<file path="src/rtl/cla_pkg.sv">
package cla_pkg;

    // generate/propagate pair for one bit or one group of bits
    typedef struct packed {
        logic g;
        logic p;
    } gp_t;

    // combine a more significant pair (hi) with a less significant one (lo);
    // the order of the operands matters
    function automatic gp_t gp_dot(gp_t hi, gp_t lo);
        gp_t r;
        r.g = hi.g | (hi.p & lo.g);
        r.p = hi.p & lo.p;
        return r;
    endfunction

    // per-bit pair from two operand bits; XOR propagate is shared with the sum
    function automatic gp_t gp_bit(logic x, logic y);
        gp_t r;
        r.g = x & y;
        r.p = x ^ y;
        return r;
    endfunction

endpackage

</file>
<file path="src/rtl/cla_lookahead.sv">
module cla_lookahead
    import cla_pkg::*;
#(
    parameter int N = 4
) (
    input  gp_t [N-1:0] gp_in,
    input  logic        cin,
    output logic [N-1:0] carry,
    output gp_t          grp
);

    // carry into position i as a flat sum of products of g, p and cin
    always_comb begin
        logic acc;
        logic run;
        carry[0] = cin;
        for (int i = 1; i < N; i++) begin
            acc = 1'b0;
            run = 1'b1;
            for (int j = i - 1; j >= 0; j--) begin
                acc = acc | (run & gp_in[j].g);
                run = run & gp_in[j].p;
            end
            carry[i] = acc | (run & cin);
        end
    end

    // group pair: fold from the most significant element downward
    always_comb begin
        gp_t f;
        f = gp_in[N-1];
        for (int k = N - 2; k >= 0; k--) begin
            f = gp_dot(f, gp_in[k]);
        end
        grp = f;
    end

endmodule

</file>
<file path="src/rtl/cla_section.sv">
module cla_section
    import cla_pkg::*;
#(
    parameter int W = 4
) (
    input  logic [W-1:0] a,
    input  logic [W-1:0] b,
    input  logic         cin,
    output logic [W-1:0] sum,
    output gp_t          grp
);

    gp_t [W-1:0]  bit_gp;
    logic [W-1:0] bit_c;

    for (genvar i = 0; i < W; i++) begin : g_bit
        assign bit_gp[i] = gp_bit(a[i], b[i]);
        assign sum[i]    = bit_gp[i].p ^ bit_c[i];
    end

    cla_lookahead #(.N(W)) u_la (
        .gp_in (bit_gp),
        .cin   (cin),
        .carry (bit_c),
        .grp   (grp)
    );

endmodule

</file>
<file path="src/rtl/cla_adder16.sv">
module cla_adder16
    import cla_pkg::*;
#(
    parameter int DATA_W = 16,
    parameter int SEC_W  = 4
) (
    input  logic [DATA_W-1:0] a,
    input  logic [DATA_W-1:0] b,
    input  logic              cin,
    output logic [DATA_W-1:0] sum,
    output logic              cout,
    output logic              grp_g,
    output logic              grp_p
);

    localparam int NSEC = DATA_W / SEC_W;

    gp_t [NSEC-1:0]  sec_gp;
    logic [NSEC-1:0] sec_c;
    gp_t             word_gp;

    for (genvar k = 0; k < NSEC; k++) begin : g_sec
        cla_section #(.W(SEC_W)) u_sec (
            .a   (a[k*SEC_W +: SEC_W]),
            .b   (b[k*SEC_W +: SEC_W]),
            .cin (sec_c[k]),
            .sum (sum[k*SEC_W +: SEC_W]),
            .grp (sec_gp[k])
        );
    end

    // second level: same lookahead unit over section pairs
    cla_lookahead #(.N(NSEC)) u_top (
        .gp_in (sec_gp),
        .cin   (cin),
        .carry (sec_c),
        .grp   (word_gp)
    );

    assign grp_g = word_gp.g;
    assign grp_p = word_gp.p;
    assign cout  = word_gp.g | (word_gp.p & cin);

endmodule

</file>
<file path="config.mk">
export PLATFORM = sky130hd
export DESIGN_NAME = cla_adder16
export DESIGN_NICKNAME = d
export VERILOG_FILES = /design/src/rtl/cla_pkg.sv /design/src/rtl/cla_lookahead.sv /design/src/rtl/cla_section.sv /design/src/rtl/cla_adder16.sv
export SDC_FILE = /design/constraint.sdc
export NUM_CORES = 1
export LEC_CHECK = 0
export BUFFER_PORTS_ARGS = -buffer_cell sky130_fd_sc_hd__clkbuf_2
export CAP_MARGIN = 20
export CELL_PAD_IN_SITES_DETAIL_PLACEMENT = 2
export CELL_PAD_IN_SITES_GLOBAL_PLACEMENT = 2
export CORE_UTILIZATION = 19
export DETAILED_ROUTE_END_ITERATION = 12
export PLACE_DENSITY = 0.89
export SLEW_MARGIN = 20
export SYNTH_ARGS = -nofsm -noshare
export SYNTH_HDL_FRONTEND = slang
export SYNTH_HIERARCHICAL = 1
export SYNTH_SLANG_ARGS = --single-unit
</file>
<file path="constraint.sdc">
create_clock -name vclk -period 1.7
set_input_delay 0.085 -clock vclk [all_inputs]
set_output_delay 0.085 -clock vclk [all_outputs]
set_load 0.05 [all_outputs]
</file>
==> reports/metrics.yaml, run 1 <==
timing:
  fin_tns_setup_ns: -1.83
  setup_viol: 11
  slew_viol_final: 0
  max_freq_ghz: 0.510
  rsz0062_at_grt: "true"
  fin_crit_ns: 1.96
  setup_ws_ns: -0.262
  slew_headroom_pct: 77.5
  hold_slack_ns: 0.614
  hold_violations: 0
  min_period_over_period_pct: 115
  tightestPinTransition_ns: 0.338
placement:
  dp_hpwl_mm: 2.81
  portBuffers: 52
  gp_congestion: 0.708
status:
  violations: "setup timing"
  status: "finished, violations left"
grt:
  grt_pass1_wl_mm: 5.47
  grt.total_usage_pct: 19.6
  grt_max_degree: 5
  antenna_found_initial: 0
  grt_pass1_vias: 1187
  grt_overflow: 0
floorplan:
  initial_core_util_pct: 20.0
  dieHeight_um: 61.5
  io_pins: 52
  die_area_sq_um: 3780
  core-area_sq_um: 3360
  dieWidth_um: 61.5
  std_cell_rows: 21
setup_path:
  crit_path_max_incr_delay_ns: 0.31
  critical_path.top_delay_family: "compound AO/OA/AOI/OAI gates"
  path_buf_inv: 2
  worstPathRequired_ns: 1.62
  path_cells: "clkbuf_2, ha_1, nand2_1, nor2_4, a21o_1, a31o_1, a21o_1, a21o_1, xor2_4, buf_8"
  cp-end-kind: "output port"
  path_class: "in -> out"
  cp_slowest_cell: "ha_1"
  cp_max_fo: 3
  start_kind: "input pin"
  critPathArrivalTime_ns: 1.88
  crit_top_cell: "a21o_1"
flow_run:
  maxCapViolations: 0
logic_synthesis:
  syn_area_per_cell_sq_um: 7.65
  yosysTopAreaCell: "ha_1"
  ys_types: 9
  synth_warnings: 6
  synthesis.instances: 88
  synth_area_sq_um: 673
  yosys.area.top_type_share_pct: 29.7
  synthTopCellsByArea: "ha_1 (30%), xor2_1 (21%), a21o_1 (18%), a21oi_1 (7.4%), a31o_1 (6.5%)"
  syn_nets: 137
  synth-seq-area-share_pct: 0
route:
  drtIter0Drc: 38
  via_count: 995
  post_drt_wl_per_cell_um: 20.6
  ant_nets: 0
  post-route-drc-count: 0
  viasPerCell: 4.67
  wirelength_mm: 4.39
  drtPass1Iterations: 3
finish:
  layout.nets: 218
  drive_above_1_share_pct: 76.6
  area_growth_pct: 159
  antennaDiodeCount: 0
  nClkBuffers: 0
  regArea_sq_um: 0
  seq_cells: 0
power_and_ir_drop:
  ir_drop_uv: 387
  leakage_nw: 0.847
  power.total_w: 0.00121
  pwr_density_cell_nw_per_um2: 696
worst_hold_path:
  min_path_type: "in -> out"
-- power breakdown --
| group | total [W] | internal (W) | switching [W] |
|---|---|---|---|
| Clock | 0 | 0 | 0 |
| Sequential | 0 | 0 | 0 |
| Combinational | 0.00121 | 0.000516 | 0.000697 |
-- layout make-up --
class	count	area, sq um
timing repair buffer	84	644
multi-input combinational	83	1040
tap	46	57.6
fill	375	1620
-- repair_timing --
action | CTS | global route
setup endpoints to repair | 11 | 14
endpoints found under the hold margin | 0 | 0
cloned | 0 | 0
setup buffers | 4 | 4
pin swaps | 8 | 23
gates resized for setup | 28 | 37
hold buffers | 0 | 0
-- placed cells by master (no fill, tap or decap), drive strengths merged --
cell    count
a21oi      10
xor2       16
ha         16
buf        47
nand2      10
nor2        5
o21ai       5
a21o       16
a31o        5
clkbuf     37
-- per-layer routing --
metal	routed length [um]	global-route usage, %	vias to the layer above
met3	141	1.68	8
met2	2670	43.2	33
li1	-	-	467
met5	0	0	-
met1	1470	19.5	487
met4	114	2.86	0
-- kinds of logic after synthesis --
family                     share of synthesized area [%]
xor gates and xnor gates                            20.8
AOI/OAI and AO/OA                                   35.5
buffers and inverters                               5.58
and+or+nand+nor                                     8.37
adders and majority gates                           29.7
-- through the flow --
stage | cells | instance area [sq um] | utilization (%) | setup WS [ns]
floorplan | 88 | 947 | - | -0.0570
global placement | 210 | 1460 | 43.4 | -0.253
detailed placement | 210 | 1460 | 43.4 | -0.343
CTS | 214 | 1620 | 48.2 | -0.223
global route | 213 | 1740 | 51.8 | -0.343
finish | 213 | 1740 | 51.8 | -0.262
-- Yosys cell counts (all sizes together) --
master and n:
a21o 16, ha 16, xor2 16, a21oi 10, nand2 10, a31o 5
buf 5, nor2 5, o21ai 5
-- path summary, 6_finish.rpt --
path              from       to  slack (ns)  cells past startpoint
hold / removal     cin     cout        0.61                      3
setup / recovery  a[8]  sum[14]       -0.26                     10
No activity file was read; power rests on OpenSTA's default activity.
==> run 2, diff against run 1 <==
Settings changed: CORE_UTILIZATION 19 to 20, PLACE_DENSITY 0.89 to 0.87, SYNTH_HIERARCHICAL 1 to unset.
==> reports/metrics.yaml, run 2 <==
status:
  status: "aborted with a tool error"
  haltStage: "global routing (5_1_grt)"
  tool.error: "[ERROR DPL-0033] detailed placement checks failed during check placement."
floorplan:
  std_cell_rows: 21
  dieWidth_um: 62.9
  initial_core_util_pct: 21.5
  io_pins: 52
  dieHeight_um: 62.9
logic_synthesis:
  yosysTopAreaCell: "ha_1"
  synthesis.instances: 92
  synth.most_common_cell: "ha_1"
  yosys.area.top_type_share_pct: 27.0
  ys_types: 29
  synth.top_cells.by_count: "ha_1 (16), a21oi_1 (8), inv_1 (8)"
  synth_area_sq_um: 741
  synth_warnings: 0
  syn_nets: 145
  synth-seq-area-share_pct: 0
  synthTopCellsByArea: "ha_1 (27%), fa_1 (11%), xor2_1 (7.1%), a21o_1 (6.1%), a21oi_1 (5.4%)"
  syn_area_per_cell_sq_um: 8.05
placement:
  gp_congestion: 0.764
  portBuffers: 52
  dp_hpwl_mm: 3.93
  placed_cells: 222
  pre_cts_slack_ns: -0.549
grt:
  antenna_found_initial: 0
  grt_max_degree: 7
cts:
  hold_buffers: 0
timing:
  grt-worst-endpoint: "sum[9]"
  worstEndpointType: "primary output"
[run 2: cell count changes after synthesis, moves of 3 or more]
cell      change
a21o_1       -10
xor2_1       -10
inv_1         +8
buf_4         -5
nand2_1       -5
a31o_1        -4
fa_1          +4
xnor2_1       +4
a211oi_1      +3
nand3_1       +3
[run 2: cell families after synthesis]
logic type,synth area share [%]
simple gates,13.9
buf+inv,4.05
fa+ha+maj,37.8
compound gates,32.4
xor+xnor,11.8
[run 2: metrics by stage]
stage	util [%]	TNS (ns)	hold WS [ns]	cell area, sq um
after floorplan	-	-1.85	0.442	1080
after global placement	50.2	-4.22	0.670	1730
after detailed placement	50.2	-5.55	0.677	1730
after CTS	55.7	-4.00	0.658	1920
[run 2: repair_timing]
item	CTS
pin swaps	10
cloned	0
gates resized for setup	37
setup endpoints to repair	16
buffers inserted	2
==> run 3, diff against run 2 <==
Settings changed: CELL_PAD_IN_SITES_DETAIL_PLACEMENT 2 to unset, CELL_PAD_IN_SITES_GLOBAL_PLACEMENT 2 to unset, PLACE_DENSITY 0.87 to unset, PLACE_DENSITY_LB_ADDON set to 0.15.
Clock period 1.7 ns to 2.2 ns, I/O delays scaled along.
==> reports/metrics.yaml, run 3 <==
setup_path:
  path_class: "in -> out"
  worstPathRequired_ns: 2.09
  critPathArrivalTime_ns: 2.02
  cp_max_fo: 4
  cp-end-kind: "output port"
  start_kind: "input pin"
timing:
  min_period_over_period_pct: 96.9
  fin_crit_ns: 2.13
  fin_tns_setup_ns: 0
  max_freq_ghz: 0.469
  tightestPinTransition_ns: 0.321
  setup_ws_ns: 0.0676
  slew_headroom_pct: 78.4
  hold_violations: 0
  setup_viol: 0
  slew_viol_final: 0
logic_synthesis:
  synth.top_cells.by_count: "ha_1 (16), a21oi_1 (8), inv_1 (8)"
  synth.most_common_cell: "ha_1"
  synth-seq-area-share_pct: 0
  synth_area_sq_um: 741
  syn_nets: 145
  synthTopCellsByArea: "ha_1 (27%), fa_1 (11%), xor2_1 (7.1%), a21o_1 (6.1%), a21oi_1 (5.4%)"
  synth_warnings: 0
  synthesis.instances: 92
  yosys.area.top_type_share_pct: 27.0
  syn_area_per_cell_sq_um: 8.05
  yosysTopAreaCell: "ha_1"
  ys_types: 29
grt:
  grt_pass1_wl_mm: 3.63
  grt_max_degree: 7
  grt_overflow: 0
  grt_pass1_vias: 902
  antenna_found_initial: 0
  grt.total_usage_pct: 10.7
power_and_ir_drop:
  ir_drop_uv: 195
  leakage_nw: 0.699
  power.total_w: 0.000714
  pwr_density_cell_nw_per_um2: 508
finish:
  final_common_cell: "clkbuf_2"
  area_growth_pct: 89.7
  final_cell_mix: "clkbuf_2 (43), buf_4 (19), ha_1 (14)"
  fill_cells: 359
  regArea_sq_um: 0
  antennaDiodeCount: 0
  utilization_pct: 40.8
  seq_cells: 0
  nClkBuffers: 0
  layout.nets: 216
  drive_above_1_share_pct: 55.9
route:
  post_drt_wl_per_cell_um: 10.0
  drtIter0Drc: 36
  post-route-drc-count: 0
  viasPerCell: 4.53
  drtPass1Iterations: 4
  ant_nets: 0
  via_count: 938
  wirelength_mm: 2.08
floorplan:
  std_cell_rows: 21
  dieHeight_um: 62.9
  core-area_sq_um: 3440
  die_area_sq_um: 3950
  initial_core_util_pct: 21.5
  dieWidth_um: 62.9
  io_pins: 52
worst_hold_path:
  min_path_type: "in -> out"
flow_run:
  maxCapViolations: 0
cts:
  cts_setup_buffers: 0
  hold_buffers: 0
placement:
  dp_hpwl_mm: 1.92
  pre_cts_slack_ns: -0.167
  portBuffers: 52
  gp_congestion: 0.764
status:
  status: "finished clean"
## run 3: cell counts after synthesis
Identical to the previous run, type by type.
## run 3: per-layer routing
layer	global-route usage, %	vias up	routed length (um)
met1	14.2	426	981
li1	-	482	-
met5	0	-	0
met3	0.730	0	101
met2	19.7	30	993
met4	0	0	0
## run 3: kinds of logic after synthesis
family                     synth area share [%]
AOI/OAI and AO/OA                          32.4
xor gates and xnor gates                   11.8
adders and majority gates                  37.8
buffers and inverters                      4.05
and+or+nand+nor                            13.9
## run 3: worst paths after layout
check	cells after the start	startpoint	endpoint	slack (ns)
setup / recovery	7	a[1]	sum[8]	0.07
hold / removal	3	b[12]	sum[12]	0.70
## run 3: repair_timing
| action | 4_1_cts | 5_1_grt |
|---|---|---|
| gates cloned | 0 | 0 |
| gates resized for setup | 12 | 12 |
| setup endpoints to repair | 7 | 9 |
| pin swaps | 2 | 5 |
## run 3: metrics by stage
| stage | cells | hold WS [ns] | instance area [sq um] |
|---|---|---|---|
| floorplan | 92 | 0.594 | 836 |
| global placement | 207 | 0.739 | 1310 |
| detailed placement | 207 | 0.733 | 1310 |
| CTS | 207 | 0.725 | 1370 |
| global route | 207 | 0.730 | 1410 |
| finish | 207 | 0.699 | 1410 |
## run 3: report_power, final
| part | switching [W] | internal (W) |
|---|---|---|
| sequential | 0 | 0 |
| clock | 0 | 0 |
| combinational | 0.000438 | 0.000276 |
| total | 0.000438 | 0.000276 |
## run 3: area by class of cell
class              instances  area [sq um]  area share (%)
multi-input cells         84           863            61.4
repair buffers            69           454            32.3
well taps                 46          57.6            4.10
inverters                  8          30.0            2.14
## run 3: critical path, stage by stage
cell      delay [ns]
clkbuf_2        0.08
ha_1            0.29
and3_1          0.20
a221o_2         0.38
a21o_1          0.20
fa_2            0.53
clkbuf_4        0.22
==> run 4, diff against run 3 <==
Clock period 2.2 ns to 2.4 ns, I/O delays scaled along.
==> reports/metrics.yaml, run 4 (synthesis results as in run 3) <==
status:
  status: "finished clean"
timing:
  tightestPinTransition_ns: 0.309
  rsz0062_at_grt: "false"
  setup_viol: 0
  max_freq_ghz: 0.436
  fin_crit_ns: 2.30
  fin_tns_setup_ns: 0
  hold_slack_ns: 0.765
  slew_viol_final: 0
  min_period_over_period_pct: 95.7
  slew_headroom_pct: 79.3
  hold_violations: 0
finish:
  drive_above_1_share_pct: 44.3
  layout.nets: 204
  final_cell_mix: "clkbuf_2 (50), ha_1 (16), inv_1 (8), a21oi_1 (8)"
  regArea_sq_um: 0
  utilization_pct: 32.9
  nClkBuffers: 0
  final_common_cell: "clkbuf_2"
  fill_cells: 408
  seq_cells: 0
  area_growth_pct: 52.9
  antennaDiodeCount: 0
  final_cells: 195
cts:
  hold_buffers: 0
route:
  post-route-drc-count: 0
  drtPass1Iterations: 4
  wl_met2_um: 915
  via_count: 872
  viasPerCell: 4.47
  drtIter0Drc: 14
  wirelength_mm: 1.93
  wirelength_met1_um: 926
  topRoutingLayerUsed: "met3"
  ant_nets: 0
  wl_met3_um: 86
  post_drt_wl_per_cell_um: 9.89
setup_path:
  cp-end-kind: "output port"
  path_class: "in -> out"
  critPathArrivalTime_ns: 2.18
  worstPathRequired_ns: 2.28
  crit_start: "a[2]"
  start_kind: "input pin"
  cp_max_fo: 4
grt:
  antenna_found_initial: 0
  grt_max_degree: 7
  grt_pass1_wl_mm: 3.30
  grt_pass1_vias: 806
  grt_overflow: 0
  grt.total_usage_pct: 9.59
floorplan:
  initial_core_util_pct: 21.5
  std_cell_rows: 21
  die_area_sq_um: 3950
  core-area_sq_um: 3440
  dieWidth_um: 62.9
  io_pins: 52
  dieHeight_um: 62.9
worst_hold_path:
  min_from: "b[12]"
  min_path_type: "in -> out"
  hold_depth: 3
placement:
  portBuffers: 52
  dp_hpwl_mm: 1.80
  placed_cells: 195
  gp_congestion: 0.683
power_and_ir_drop:
  power.total_w: 0.000529
  pwr_density_cell_nw_per_um2: 467
  leakage_nw: 0.608
  ir_drop_uv: 211
flow_run:
  maxCapViolations: 0
run 4: power breakdown:
group | internal, W | switching, W
Clock | 0 | 0
Sequential | 0 | 0
Combinational | 0.000162 | 0.000367
Total | 0.000162 | 0.000367
run 4: timing repair:
action                                 CTS  global route
setup endpoints to repair                0             2
endpoints found under the hold margin    0             0
buffers inserted                         0             0
resized for setup                        0             5
run 4: final timing paths:
kind,endpoint,slack (ns)
min,sum[12],0.77
max,sum[9],0.10
run 4: stage by stage:
step / setup slack (ns) / instance area (sq um)
after global routing: 0.00919 / 1130
after detailed placement: 0.0563 / 1130
after CTS: 0.0425 / 1130
after floorplan: 0.0185 / 772
final: 0.104 / 1130
after global placement: 0.0711 / 1130
run 4: layer usage:
layer / track usage (%) / vias to the layer above
met3: 0.365 / 0
met4: 0 / 0
met5: 0 / -
met2: 17.4 / 23
li1: - / 463
met1: 13.2 / 386
run 4: area by class of cell:
class                      instances  area (sq um)  share of cell area [%]
multi-input combinational         84           742                    65.5
timing repair buffer              57           303                    26.7
tap                               46          57.6                    5.08
inverter                           8          30.0                    2.65
run 4: critical path, cell delays in order:
cell	delay, ns
clkbuf_2	0.08
ha_1	0.33
and3_1	0.21
a221o_2	0.40
a21o_1	0.22
fa_1	0.41
xor2_2	0.18
clkbuf_4	0.22
